[src/rtl/wdt_pkg.sv]
package wdt_pkg;

  // Register window byte offsets
  localparam logic [7:0] OFS_RELOAD = 8'h00;
  localparam logic [7:0] OFS_STAT1  = 8'h04;
  localparam logic [7:0] OFS_STAT2  = 8'h06;
  localparam logic [7:0] OFS_CTRL   = 8'h08;
  localparam logic [7:0] OFS_INIT   = 8'h12;

  // Bit positions inside the registers
  localparam int HALT_BIT      = 11;
  localparam int INHIBIT_BIT   = 0;
  localparam int FIRST_TO_BIT  = 3;
  localparam int SECOND_TO_BIT = 1;
  localparam int ISSUED_BIT    = 0;

  typedef enum logic [2:0] {
    RSEL_NONE,
    RSEL_RELOAD,
    RSEL_STAT1,
    RSEL_STAT2,
    RSEL_CTRL,
    RSEL_INIT
  } reg_sel_e;

endpackage

[src/rtl/wdt_rst_sync.sv]
module wdt_rst_sync #(
  parameter int STAGES = 2
) (
  input  logic clk,
  input  logic rst_n,
  output logic rst_sync_n
);
  logic [STAGES-1:0] sync_q;

  always_ff @(posedge clk or negedge rst_n) begin
    if (!rst_n) sync_q <= '0;
    else        sync_q <= {sync_q[STAGES-2:0], 1'b1};
  end

  assign rst_sync_n = sync_q[STAGES-1];
endmodule

[src/rtl/wdt_decode.sv]
module wdt_decode
  import wdt_pkg::*;
#(
  parameter int ADDR_W = 5
) (
  input  logic [ADDR_W-1:0] addr,
  output reg_sel_e          sel
);
  localparam logic [ADDR_W-1:0] A_RELOAD = ADDR_W'(OFS_RELOAD);
  localparam logic [ADDR_W-1:0] A_STAT1  = ADDR_W'(OFS_STAT1);
  localparam logic [ADDR_W-1:0] A_STAT2  = ADDR_W'(OFS_STAT2);
  localparam logic [ADDR_W-1:0] A_CTRL   = ADDR_W'(OFS_CTRL);
  localparam logic [ADDR_W-1:0] A_INIT   = ADDR_W'(OFS_INIT);

  always_comb begin
    sel = RSEL_NONE;
    unique case (addr)
      A_RELOAD: sel = RSEL_RELOAD;
      A_STAT1:  sel = RSEL_STAT1;
      A_STAT2:  sel = RSEL_STAT2;
      A_CTRL:   sel = RSEL_CTRL;
      A_INIT:   sel = RSEL_INIT;
      default:  sel = RSEL_NONE;
    endcase
  end
endmodule

[src/rtl/wdt_regs.sv]
module wdt_regs
  import wdt_pkg::*;
#(
  parameter int DATA_W   = 16,
  parameter int CNT_W    = 10,
  parameter int INIT_MIN = 4,
  parameter int INIT_RST = 4,
  localparam int LANES   = DATA_W / 8
) (
  input  logic              clk,
  input  logic              rst_n,
  input  logic              wr_ctrl,
  input  logic              wr_init,
  input  logic [DATA_W-1:0] wdata,
  input  logic [LANES-1:0]  be,
  input  logic              lock,
  output logic              halt,
  output logic              inhibit,
  output logic [DATA_W-1:0] init_word
);
  localparam int HALT_LANE    = HALT_BIT / 8;
  localparam int INHIBIT_LANE = INHIBIT_BIT / 8;

  logic              halt_q, halt_d;
  logic              inhibit_q, inhibit_d;
  logic [DATA_W-1:0] init_q, init_d, init_mrg;

  // Per-lane merge of write data with the stored initial-value word
  for (genvar l = 0; l < LANES; l++) begin : g_lane
    assign init_mrg[l*8 +: 8] = be[l] ? wdata[l*8 +: 8] : init_q[l*8 +: 8];
  end

  always_comb begin
    halt_d = halt_q;
    if (wr_ctrl && be[HALT_LANE]) halt_d = wdata[HALT_BIT];
  end

  always_comb begin
    inhibit_d = inhibit_q;
    if (wr_ctrl && be[INHIBIT_LANE]) inhibit_d = wdata[INHIBIT_BIT];
    if (lock) inhibit_d = 1'b1;
  end

  always_comb begin
    init_d = init_q;
    if (wr_init) begin
      init_d[DATA_W-1:CNT_W] = init_mrg[DATA_W-1:CNT_W];
      if (init_mrg[CNT_W-1:0] >= CNT_W'(INIT_MIN))
        init_d[CNT_W-1:0] = init_mrg[CNT_W-1:0];
    end
  end

  always_ff @(posedge clk or negedge rst_n) begin
    if (!rst_n) begin
      halt_q    <= 1'b1;
      inhibit_q <= 1'b1;
      init_q    <= DATA_W'(INIT_RST);
    end else begin
      halt_q    <= halt_d;
      inhibit_q <= inhibit_d;
      init_q    <= init_d;
    end
  end

  assign halt      = halt_q;
  assign inhibit   = inhibit_q;
  assign init_word = init_q;
endmodule

[src/rtl/wdt_counter.sv]
module wdt_counter #(
  parameter int CNT_W = 10
) (
  input  logic             clk,
  input  logic             rst_n,
  input  logic             tick,
  input  logic             halt,
  input  logic             reload,
  input  logic [CNT_W-1:0] init_val,
  output logic [CNT_W-1:0] count,
  output logic             expire
);
  logic [CNT_W-1:0] cnt_q, cnt_d;
  logic             step_en;

  assign step_en = tick && !halt && !reload;
  assign expire  = step_en && (cnt_q <= CNT_W'(1));

  always_comb begin
    cnt_d = cnt_q;
    if (reload)       cnt_d = init_val;
    else if (expire)  cnt_d = init_val;
    else if (step_en) cnt_d = cnt_q - CNT_W'(1);
  end

  always_ff @(posedge clk or negedge rst_n) begin
    if (!rst_n) cnt_q <= '0;
    else        cnt_q <= cnt_d;
  end

  assign count = cnt_q;
endmodule

[src/rtl/wdt_status.sv]
module wdt_status (
  input  logic clk,
  input  logic rst_n,
  input  logic expire,
  input  logic inhibit,
  input  logic clr_first,
  input  logic clr_second,
  input  logic clr_issued,
  output logic first_to,
  output logic second_to,
  output logic issued,
  output logic sys_rst
);
  logic first_q, first_d;
  logic second_q, second_d;
  logic issued_q, issued_d;
  logic rst_q, rst_d;
  logic second_hit;

  assign second_hit = expire && first_q;

  // An event that sets a flag wins over a clear in the same cycle
  always_comb begin
    first_d  = first_q;
    second_d = second_q;
    issued_d = issued_q;
    if (clr_first)  first_d  = 1'b0;
    if (clr_second) second_d = 1'b0;
    if (clr_issued) issued_d = 1'b0;
    if (expire)     first_d  = 1'b1;
    if (second_hit) second_d = 1'b1;
    if (second_hit && !inhibit) issued_d = 1'b1;
    rst_d = second_hit && !inhibit;
  end

  always_ff @(posedge clk or negedge rst_n) begin
    if (!rst_n) begin
      first_q  <= 1'b0;
      second_q <= 1'b0;
      issued_q <= 1'b0;
      rst_q    <= 1'b0;
    end else begin
      first_q  <= first_d;
      second_q <= second_d;
      issued_q <= issued_d;
      rst_q    <= rst_d;
    end
  end

  assign first_to  = first_q;
  assign second_to = second_q;
  assign issued    = issued_q;
  assign sys_rst   = rst_q;
endmodule

[src/rtl/tick_watchdog.sv]
module tick_watchdog
  import wdt_pkg::*;
#(
  parameter int ADDR_W   = 5,
  parameter int DATA_W   = 16,
  parameter int CNT_W    = 10,
  parameter int INIT_MIN = 4,
  parameter int INIT_RST = 4,
  localparam int LANES   = DATA_W / 8
) (
  input  logic              clk,
  input  logic              rst_n,
  input  logic              tick_i,
  input  logic              bus_wr,
  input  logic [ADDR_W-1:0] bus_addr,
  input  logic [LANES-1:0]  bus_be,
  input  logic [DATA_W-1:0] bus_wdata,
  output logic [DATA_W-1:0] bus_rdata,
  input  logic              reboot_lock_i,
  output logic              sys_rst_o
);
  logic              rst_sync_n;
  reg_sel_e          sel;
  logic              wr_any;
  logic              reload_stb, wr_ctrl, wr_init, wr_st1, wr_st2;
  logic              halt_w, inhibit_w;
  logic [DATA_W-1:0] init_word_w;
  logic [CNT_W-1:0]  init_field_w, count_w;
  logic              expire_w;
  logic              first_w, second_w, issued_w;
  logic              clr_first, clr_second, clr_issued;

  wdt_rst_sync #(.STAGES(2)) u_rst_sync (
    .clk       (clk),
    .rst_n     (rst_n),
    .rst_sync_n(rst_sync_n)
  );

  wdt_decode #(.ADDR_W(ADDR_W)) u_decode (
    .addr(bus_addr),
    .sel (sel)
  );

  assign wr_any     = bus_wr && (|bus_be);
  assign reload_stb = wr_any && (sel == RSEL_RELOAD);
  assign wr_ctrl    = wr_any && (sel == RSEL_CTRL);
  assign wr_init    = wr_any && (sel == RSEL_INIT);
  assign wr_st1     = wr_any && (sel == RSEL_STAT1);
  assign wr_st2     = wr_any && (sel == RSEL_STAT2);

  assign clr_first  = wr_st1 && bus_be[FIRST_TO_BIT/8]  && bus_wdata[FIRST_TO_BIT];
  assign clr_second = wr_st2 && bus_be[SECOND_TO_BIT/8] && bus_wdata[SECOND_TO_BIT];
  assign clr_issued = wr_st2 && bus_be[ISSUED_BIT/8]    && bus_wdata[ISSUED_BIT];

  wdt_regs #(
    .DATA_W  (DATA_W),
    .CNT_W   (CNT_W),
    .INIT_MIN(INIT_MIN),
    .INIT_RST(INIT_RST)
  ) u_regs (
    .clk      (clk),
    .rst_n    (rst_sync_n),
    .wr_ctrl  (wr_ctrl),
    .wr_init  (wr_init),
    .wdata    (bus_wdata),
    .be       (bus_be),
    .lock     (reboot_lock_i),
    .halt     (halt_w),
    .inhibit  (inhibit_w),
    .init_word(init_word_w)
  );

  assign init_field_w = init_word_w[CNT_W-1:0];

  wdt_counter #(.CNT_W(CNT_W)) u_counter (
    .clk     (clk),
    .rst_n   (rst_sync_n),
    .tick    (tick_i),
    .halt    (halt_w),
    .reload  (reload_stb),
    .init_val(init_field_w),
    .count   (count_w),
    .expire  (expire_w)
  );

  wdt_status u_status (
    .clk       (clk),
    .rst_n     (rst_sync_n),
    .expire    (expire_w),
    .inhibit   (inhibit_w),
    .clr_first (clr_first),
    .clr_second(clr_second),
    .clr_issued(clr_issued),
    .first_to  (first_w),
    .second_to (second_w),
    .issued    (issued_w),
    .sys_rst   (sys_rst_o)
  );

  always_comb begin
    bus_rdata = '0;
    unique case (sel)
      RSEL_RELOAD: bus_rdata[CNT_W-1:0] = count_w;
      RSEL_STAT1:  bus_rdata[FIRST_TO_BIT] = first_w;
      RSEL_STAT2: begin
        bus_rdata[SECOND_TO_BIT] = second_w;
        bus_rdata[ISSUED_BIT]    = issued_w;
      end
      RSEL_CTRL: begin
        bus_rdata[HALT_BIT]    = halt_w;
        bus_rdata[INHIBIT_BIT] = inhibit_w;
      end
      RSEL_INIT:   bus_rdata = init_word_w;
      default:     bus_rdata = '0;
    endcase
  end
endmodule

[config.mk]
export PLATFORM = sky130hd
export DESIGN_NAME = tick_watchdog
export DESIGN_NICKNAME = d
export VERILOG_FILES = /design/src/rtl/wdt_pkg.sv /design/src/rtl/wdt_rst_sync.sv /design/src/rtl/wdt_decode.sv /design/src/rtl/wdt_regs.sv /design/src/rtl/wdt_counter.sv /design/src/rtl/wdt_status.sv /design/src/rtl/tick_watchdog.sv
export SDC_FILE = /design/constraint.sdc
export NUM_CORES = 1
export LEC_CHECK = 0
export ABC_AREA = 1
export BUFFER_PORTS_ARGS = -buffer_cell sky130_fd_sc_hd__buf_2
export CORE_MARGIN = 1
export CORE_UTILIZATION = 59
export DETAILED_ROUTE_END_ITERATION = 10
export PLACE_DENSITY = 0.91
export SETUP_SLACK_MARGIN = 0.2
export SLEW_MARGIN = 20
export SYNTH_ARGS = -nofsm -noshare
export SYNTH_HDL_FRONTEND = slang
export SYNTH_SLANG_ARGS = --single-unit
[constraint.sdc]
create_clock -name clk -period 3.4 [get_ports clk]
set_clock_uncertainty 0.15 [all_clocks]
set_input_delay 0.34 -clock clk [delete_from_list [all_inputs] [get_ports clk]]
set_output_delay 0.34 -clock clk [all_outputs]
set_load 0.01 [all_outputs]
After elaboration in Yosys (flattened, before gate mapping)
Index checks and enable logic that the tools add are counted.
{"block": "op_classes", "n_addsub": 1, "order_cmp": 2, "n_eq_ne": 9, "mux": 22, "n_reduce_logical": 30}
{"op": "$mux 10", "n": 3}
{"op": "$logic_and 1x1->1", "n": 18}
{"op": "$pmux 3 s5", "n": 1}
{"op": "$pmux 6 s2", "n": 1}
{"op": "$eq 5x3->1 const B", "n": 2}
{"op": "$ge 10x3->1 const B", "n": 1}
{"op": "$le 10x1->1 const B", "n": 1}
{"op": "$sub 10x1->10 const B", "n": 1}
{"op": "$mux 1", "n": 9}
{"op": "$mux 8", "n": 1}
{"op": "$reduce_bool 2->1", "n": 4}
{"op": "$eq 3x2->1 const B", "n": 2}
{"op": "$eq 3x3->1 const B", "n": 2}
{"op": "$pmux 1 s3", "n": 2}
{"op": "$eq 5x4->1 const B", "n": 1}
{"op": "$eq 5x5->1 const B", "n": 1}
{"op": "$logic_not 5->1", "n": 1}
{"op": "$mux 4", "n": 1}
{"op": "$pmux 1 s2", "n": 2}
{"op": "$pmux 1 s4", "n": 1}
{"op": "$reduce_and 2->1", "n": 2}
{"op": "$eq 3x1->1 const B", "n": 1}
{"op": "$logic_not 1->1", "n": 3}
{"op": "$reduce_bool 3->1", "n": 1}
{"op": "other kinds (2)", "n": 2}
{"block": "totals", "regBits": 34, "in_bits": 28, "output_inout_bits": 17, "elab_cells": 74}

Longest topological paths before layout
{"block": "depth", "ltp_word": 10, "mapped_depth": 10, "mapped_depth_nobuf": 10}

Cells and area by module
From an unflattened synthesis, not the netlist that was laid out.
{"block": "unflattened", "hier_cells": 365, "area_unflattened_um2": 2464.9}
{"mod": "wdt_regs", "instances": 1, "cells_each": 130, "area_each_um2": 945.9, "seq_area_each_um2": 454.2}
{"mod": "wdt_counter", "instances": 1, "cells_each": 127, "area_each_um2": 862.1, "seq_area_each_um2": 250.2}
{"mod": "tick_watchdog", "instances": 1, "cells_each": 76, "area_each_um2": 377.9, "seq_area_each_um2": 0.0}
{"mod": "wdt_status", "instances": 1, "cells_each": 15, "area_each_um2": 151.4, "seq_area_each_um2": 100.1}
{"mod": "wdt_decode", "instances": 1, "cells_each": 14, "area_each_um2": 73.8, "seq_area_each_um2": 0.0}
{"mod": "wdt_rst_sync", "instances": 1, "cells_each": 3, "area_each_um2": 53.8, "seq_area_each_um2": 50.0}

Worst setup path before layout
No wires, ideal clock.
{"block": "synth_timing", "path_type": "input to output", "start": "input bus_addr[0]", "end": "output bus_rdata[0]", "arrival_time_ns": 1.222, "required_time_ns": 2.910, "setup_slack_ns": 1.688, "stages": 4, "path_buffers": 1, "cell_sequence": "nor2_1 > nand3_1 > clkbuf_1 > o2111ai_1"}
{"block": "synth_between", "elab_chain_len": 4, "elab_cells_between_ends": 11, "cone_classes": "eq/ne: 8; mux: 2; reduce/logical: 1"}
{"element": "from (decl)", "line_no": "tick_watchdog.sv:15", "text": "input logic [ADDR_W-1:0] bus_addr,"}
{"element": "$eq 5x5->1, or another cell as far along", "line_no": "wdt_decode.sv:17", "text": "unique case (addr)"}
{"element": "$pmux 3 s5 (*)", "line_no": "wdt_decode.sv:17"}
{"element": "$eq 3x3->1, or another cell as far along", "line_no": "tick_watchdog.sv:102", "text": "unique case (sel)"}
{"element": "$pmux 1 s4 (*)", "line_no": "tick_watchdog.sv:102"}
{"element": "to (decl)", "line_no": "tick_watchdog.sv:18", "text": "output logic [DATA_W-1:0] bus_rdata,"}
Mark *: on every way between the ends. The rest lies on a longest branch, timed or not.

Worst setup path in the final report
{"block": "layout_timing", "start": "input bus_addr[0]", "end": "output bus_rdata[2]"}
{"block": "layout_between", "elab_chain_len": 4, "elab_cells_between_ends": 9, "cone_classes": "eq/ne: 6; mux: 2; reduce/logical: 1"}
{"element": "$eq 5x5->1, or another cell as far along", "line_no": "wdt_decode.sv:17"}
{"element": "$pmux 3 s5 (*)", "line_no": "wdt_decode.sv:17"}
{"element": "$eq 3x3->1 / $eq 3x1->1 (equally long branches)", "line_no": "tick_watchdog.sv:102"}
{"element": "$pmux 1 s2 (*)", "line_no": "tick_watchdog.sv:102"}
Marked as above.

==> run summary <==
==================================================================================================
Status                                                                                complete, no violations
Std-Cell Core Area                                                                       3440 um^2
Launching point of the worst reg2reg path                                             u_counter.count[0]$_DFFE_PN0P_
Number of standard cells after synthesis                                                       304
Cell type with the largest total area after synthesis                                 sky130_fd_sc_hd__dfrtp_1
Setup repair after global routing missed its margin                                             no
CP max-delay cell                                                                     sky130_fd_sc_hd__nand3_1
Tot Pwr                                                                                    1.46 mW
Ordered cell list for the critical path                                               buf_2, nor2_1, nand3_1, o22ai_1, buf_2
Pre-antenna DRT Iters                                                                            4
Fill cell instance count of the final layout                                                   282
Most common cell on crit path                                                         sky130_fd_sc_hd__buf_2
Buffer levels on the longest clock path                                                          2
Count of warnings emitted by yosys                                                               0
Area share of the largest cell type after synthesis                                          0.355
Final critical-path share of the clock period                                                0.624
Max Slew Vio Count                                                                               0
IR Drop Worst-Case VDD                                                                  0.000288 V
TritonCTS clock tree                                                                          done
Worst-Skew Late Latency                                                                    0.30 ns
Final count of negative-setup-slack endpoints                                                    0
Initial antenna violation count                                                                  0
Total number of H-tree levels                                                                    2
Max-slew headroom at the worst pin                                                           0.653
Number of DRC violations after detailed-routing iteration 0                                    207
Critical path's largest stage delay                                                        0.37 ns
Count of port buffers added during placement                                                    44
Total via count in the routed design                                                          2115
Fmax                                                                                       472 MHz
Post-layout minimum cycle time                                                             2.12 ns
Wire length of the first global-routing pass                                               8600 um
Crit Reg-Reg Endpoint                                                                 u_counter.count[1]$_DFFE_PN0P_
Clk Tree Root Cell                                                                    sky130_fd_sc_hd__clkbuf_8
Clock transition time at the flip-flop clock pins of the worst setup and hold paths        0.07 ns
Average vias per placed instance                                                              5.34
Global routing usage summed across all routing layers                                        0.288
Number of primary I/O pins                                                                      45
HPWL reported at the end of detailed placement                                             3870 um
Total grt overflow                                                                               0
Required time at the endpoint of the critical path                                         2.91 ns
R2R setup slack                                                                            1.37 ns
Layout net count                                                                               379
End-of-flow core utilization                                                                 0.734
Depth of the worst register-to-register path                                                     9
Tightest Pin Transition                                                                   0.520 ns
Num rows                                                                                        21
Die ar.                                                                                  3950 um^2
Total power density per cell area                                                      578 nW/um^2
Number of buffer and inverter stages on the critical path                                        2
DRC errors left                                                                                  0
Top area cells in the synthesized netlist                                             sky130_fd_sc_hd__dfrtp_1 (36%), sky130_fd_sc_hd__nand2_1 (16%), sky130_fd_sc_hd__nand3_1 (5.7%), sky130_fd_sc_hd__inv_1 (5.7%), sky130_fd_sc_hd__nor2_1 (5.5%)
Number of antenna diodes                                                                         0
Final weighted congestion in routability-driven placement                                    0.917
Total Routed Length                                                                        5150 um
Chip Width                                                                                 62.9 um
Max-capacitance violation count                                                                  0
Sinks on Clock Net                                                                              34
Element type at the critical path start                                                  input pin
Worst EP arrival                                                                           1.63 ns
Initial cell density of the core                                                             0.635
Hold/Removal Path Class                                                               flop to async pin
Setup TNS                                                                                     0 ns
Critical path endpoint category                                                        output port
Synthesized area divided by synthesized cell count                                       7.19 um^2
Synth Register Bits                                                                             34
Post-CTS Setup Repair Bufs                                                                       0
Chip height                                                                                62.9 um
Clock buffers created by TritonCTS                                                               5
Total count of hold-check failures in the final report                                           0
Largest net degree at the start of global routing                                               22
Sequential fraction of the synthesis area                                                    0.391
Final routed wire length divided by cell count                                             13.0 um
Post-DRT Antenna Nets                                                                            0
Critical path class                                                                   input pin to output port
Fraction of layout cells with a size suffix above 1                                          0.251
Worst setup startpoint                                                                 bus_addr[0]
Number of nets produced by synthesis                                                           334
Count of cell types in the netlist                                                              32
Worst Path Max Fanout                                                                           11
Area delta synth->final                                                                      15.6%
Family of cells with the greatest summed delay on the critical path                   simple AND/OR/NAND/NOR gates
Netlist Area Pre-Place                                                                   2180 um^2
Vias in the first global route                                                                1990
Static leakage power                                                                       1.36 nW
==================================================================================================
-- worst register-to-register path, delay by kind of cell, from the launching register on --
kind	cells	cell delay, ns
AND/OR/NAND/NOR	6	0.89
flip-flops	1	0.41
adder cells (fa/ha/maj)	1	0.23
buffers and inverters	1	0.16
AO/OA/AOI/OAI	1	0.07
-- area by class of cell --
| class | instances | area, um^2 | area share |
|---|---|---|---|
| clock buffer | 8 | 110 | 0.0436 |
| timing repair buffer | 46 | 238 | 0.0942 |
| tap | 46 | 57.6 | 0.0228 |
| sequential | 34 | 855 | 0.338 |
| multi-input combinational | 221 | 1110 | 0.440 |
| inverter | 41 | 154 | 0.0610 |
-- what timing repair did --
item                                   4_1_cts  5_1_grt
endpoints found under the hold margin        2        0
gates resized for setup                      0        0
hold buffers                                 1        0
-- how the worst max path moves through the flow --
stage                                             to  depth (start not counted)
floorplan                               bus_rdata[0]                          4
global placement    u_regs.init_word[12]$_DFFE_PN0P_                          7
detailed placement  u_regs.init_word[12]$_DFFE_PN0P_                          7
CTS                                     bus_rdata[2]                          5
global route                            bus_rdata[3]                          5
finish                                  bus_rdata[2]                          5
-- report_power, final --
| part | internal [mW] | switching [mW] |
|---|---|---|
| logic | 0.190 | 0.329 |
| clock network | 0.204 | 0.154 |
| registers | 0.498 | 0.0824 |
-- registers in the layout, indices dropped and copies added, names as in the netlist --
signal              count
u_status.second_to      1
u_status.issued         1
u_regs.inhibit          1
u_status.sys_rst        1
u_rst_sync.sync_q       2
u_status.first_to       1
u_regs.halt             1
u_counter.count        10
u_regs.init_word       16
-- placed cells by master, fill, tap and decap left out, types with 2 or more instances in the layout --
master	Yosys	layout
sky130_fd_sc_hd__clkbuf_8	0	8
sky130_fd_sc_hd__o21ai_0	9	9
sky130_fd_sc_hd__dfstp_2	3	3
sky130_fd_sc_hd__buf_2	1	44
sky130_fd_sc_hd__o21ai_1	6	6
sky130_fd_sc_hd__nand4_1	5	5
sky130_fd_sc_hd__nand3_2	2	2
sky130_fd_sc_hd__nand3_1	25	25
sky130_fd_sc_hd__o21a_1	4	4
sky130_fd_sc_hd__a21oi_2	8	8
sky130_fd_sc_hd__o22ai_1	7	7
sky130_fd_sc_hd__nand2_1	92	92
sky130_fd_sc_hd__ha_1	2	2
sky130_fd_sc_hd__o221ai_1	2	2
sky130_fd_sc_hd__dfrtp_1	31	31
sky130_fd_sc_hd__nand3b_1	7	7
sky130_fd_sc_hd__inv_1	33	33
sky130_fd_sc_hd__nor2_1	32	32
sky130_fd_sc_hd__nand2_2	3	3
sky130_fd_sc_hd__inv_2	8	8
sky130_fd_sc_hd__nand2_4	2	2
sky130_fd_sc_hd__nor2_2	7	7
-- per-layer routing --
metal  vias up  track usage  share of wire
met4         0        0.172          0.025
met1       955        0.342           0.42
met5         -            0              0
met3        15       0.0693          0.066
li1       1061            -              -
met2        84        0.470           0.49
-- synthesized netlist by cell type --
cell type                   count
sky130_fd_sc_hd__nor2_4         1
sky130_fd_sc_hd__nand4_4        1
sky130_fd_sc_hd__nand3b_1       7
sky130_fd_sc_hd__nand2_4        2
sky130_fd_sc_hd__conb_1         1
sky130_fd_sc_hd__ha_1           2
sky130_fd_sc_hd__clkbuf_1       2
sky130_fd_sc_hd__a21oi_2        8
sky130_fd_sc_hd__o21ai_1        6
sky130_fd_sc_hd__a21oi_1        1
sky130_fd_sc_hd__nand4_1        5
sky130_fd_sc_hd__nand2_1       92
sky130_fd_sc_hd__nand3_1       25
sky130_fd_sc_hd__nand3_2        2
sky130_fd_sc_hd__buf_4          1
sky130_fd_sc_hd__o22ai_1        7
sky130_fd_sc_hd__nor3_1         1
sky130_fd_sc_hd__xnor2_1        1
sky130_fd_sc_hd__buf_2          1
sky130_fd_sc_hd__nor2_1        32
sky130_fd_sc_hd__nor2_2         7
sky130_fd_sc_hd__nand2_2        3
sky130_fd_sc_hd__o21ai_0        9
sky130_fd_sc_hd__a31oi_1        1
sky130_fd_sc_hd__dfstp_2        3
sky130_fd_sc_hd__dfrtp_1       31
sky130_fd_sc_hd__inv_2          8
sky130_fd_sc_hd__o221ai_1       2
sky130_fd_sc_hd__inv_1         33
sky130_fd_sc_hd__buf_6          4
sky130_fd_sc_hd__o21a_1         4
sky130_fd_sc_hd__o2111ai_1      1
-- cells by family (layout without fill, tap and decap cells) --
family,Yosys count,after routing,synth area share
compound gates,39,39,0.117
xor+xnor,1,1,0.00401
fa+ha+maj,2,2,0.0115
buf+inv,49,95,0.100
simple gates,178,178,0.374
flops,34,34,0.391
other cells,1,1,0.00172
-- stage by stage --
| stage | cell area (um^2) | hold slack [ns] | worst slack [ns] | instances |
|---|---|---|---|---|
| 2_1_floorplan | 2180 | -0.106 | 1.69 | 304 |
| 3_3_place_gp | 2400 | -0.0241 | 1.17 | 387 |
| 3_5_place_dp | 2400 | -0.0247 | 1.10 | 387 |
| 4_1_cts | 2520 | 0.0505 | 1.32 | 396 |
| 5_1_grt | 2520 | 0.0906 | 1.17 | 396 |
| 6_report | 2520 | 0.0369 | 1.28 | 396 |
Note: power is estimated with default switching activity, not from simulation.
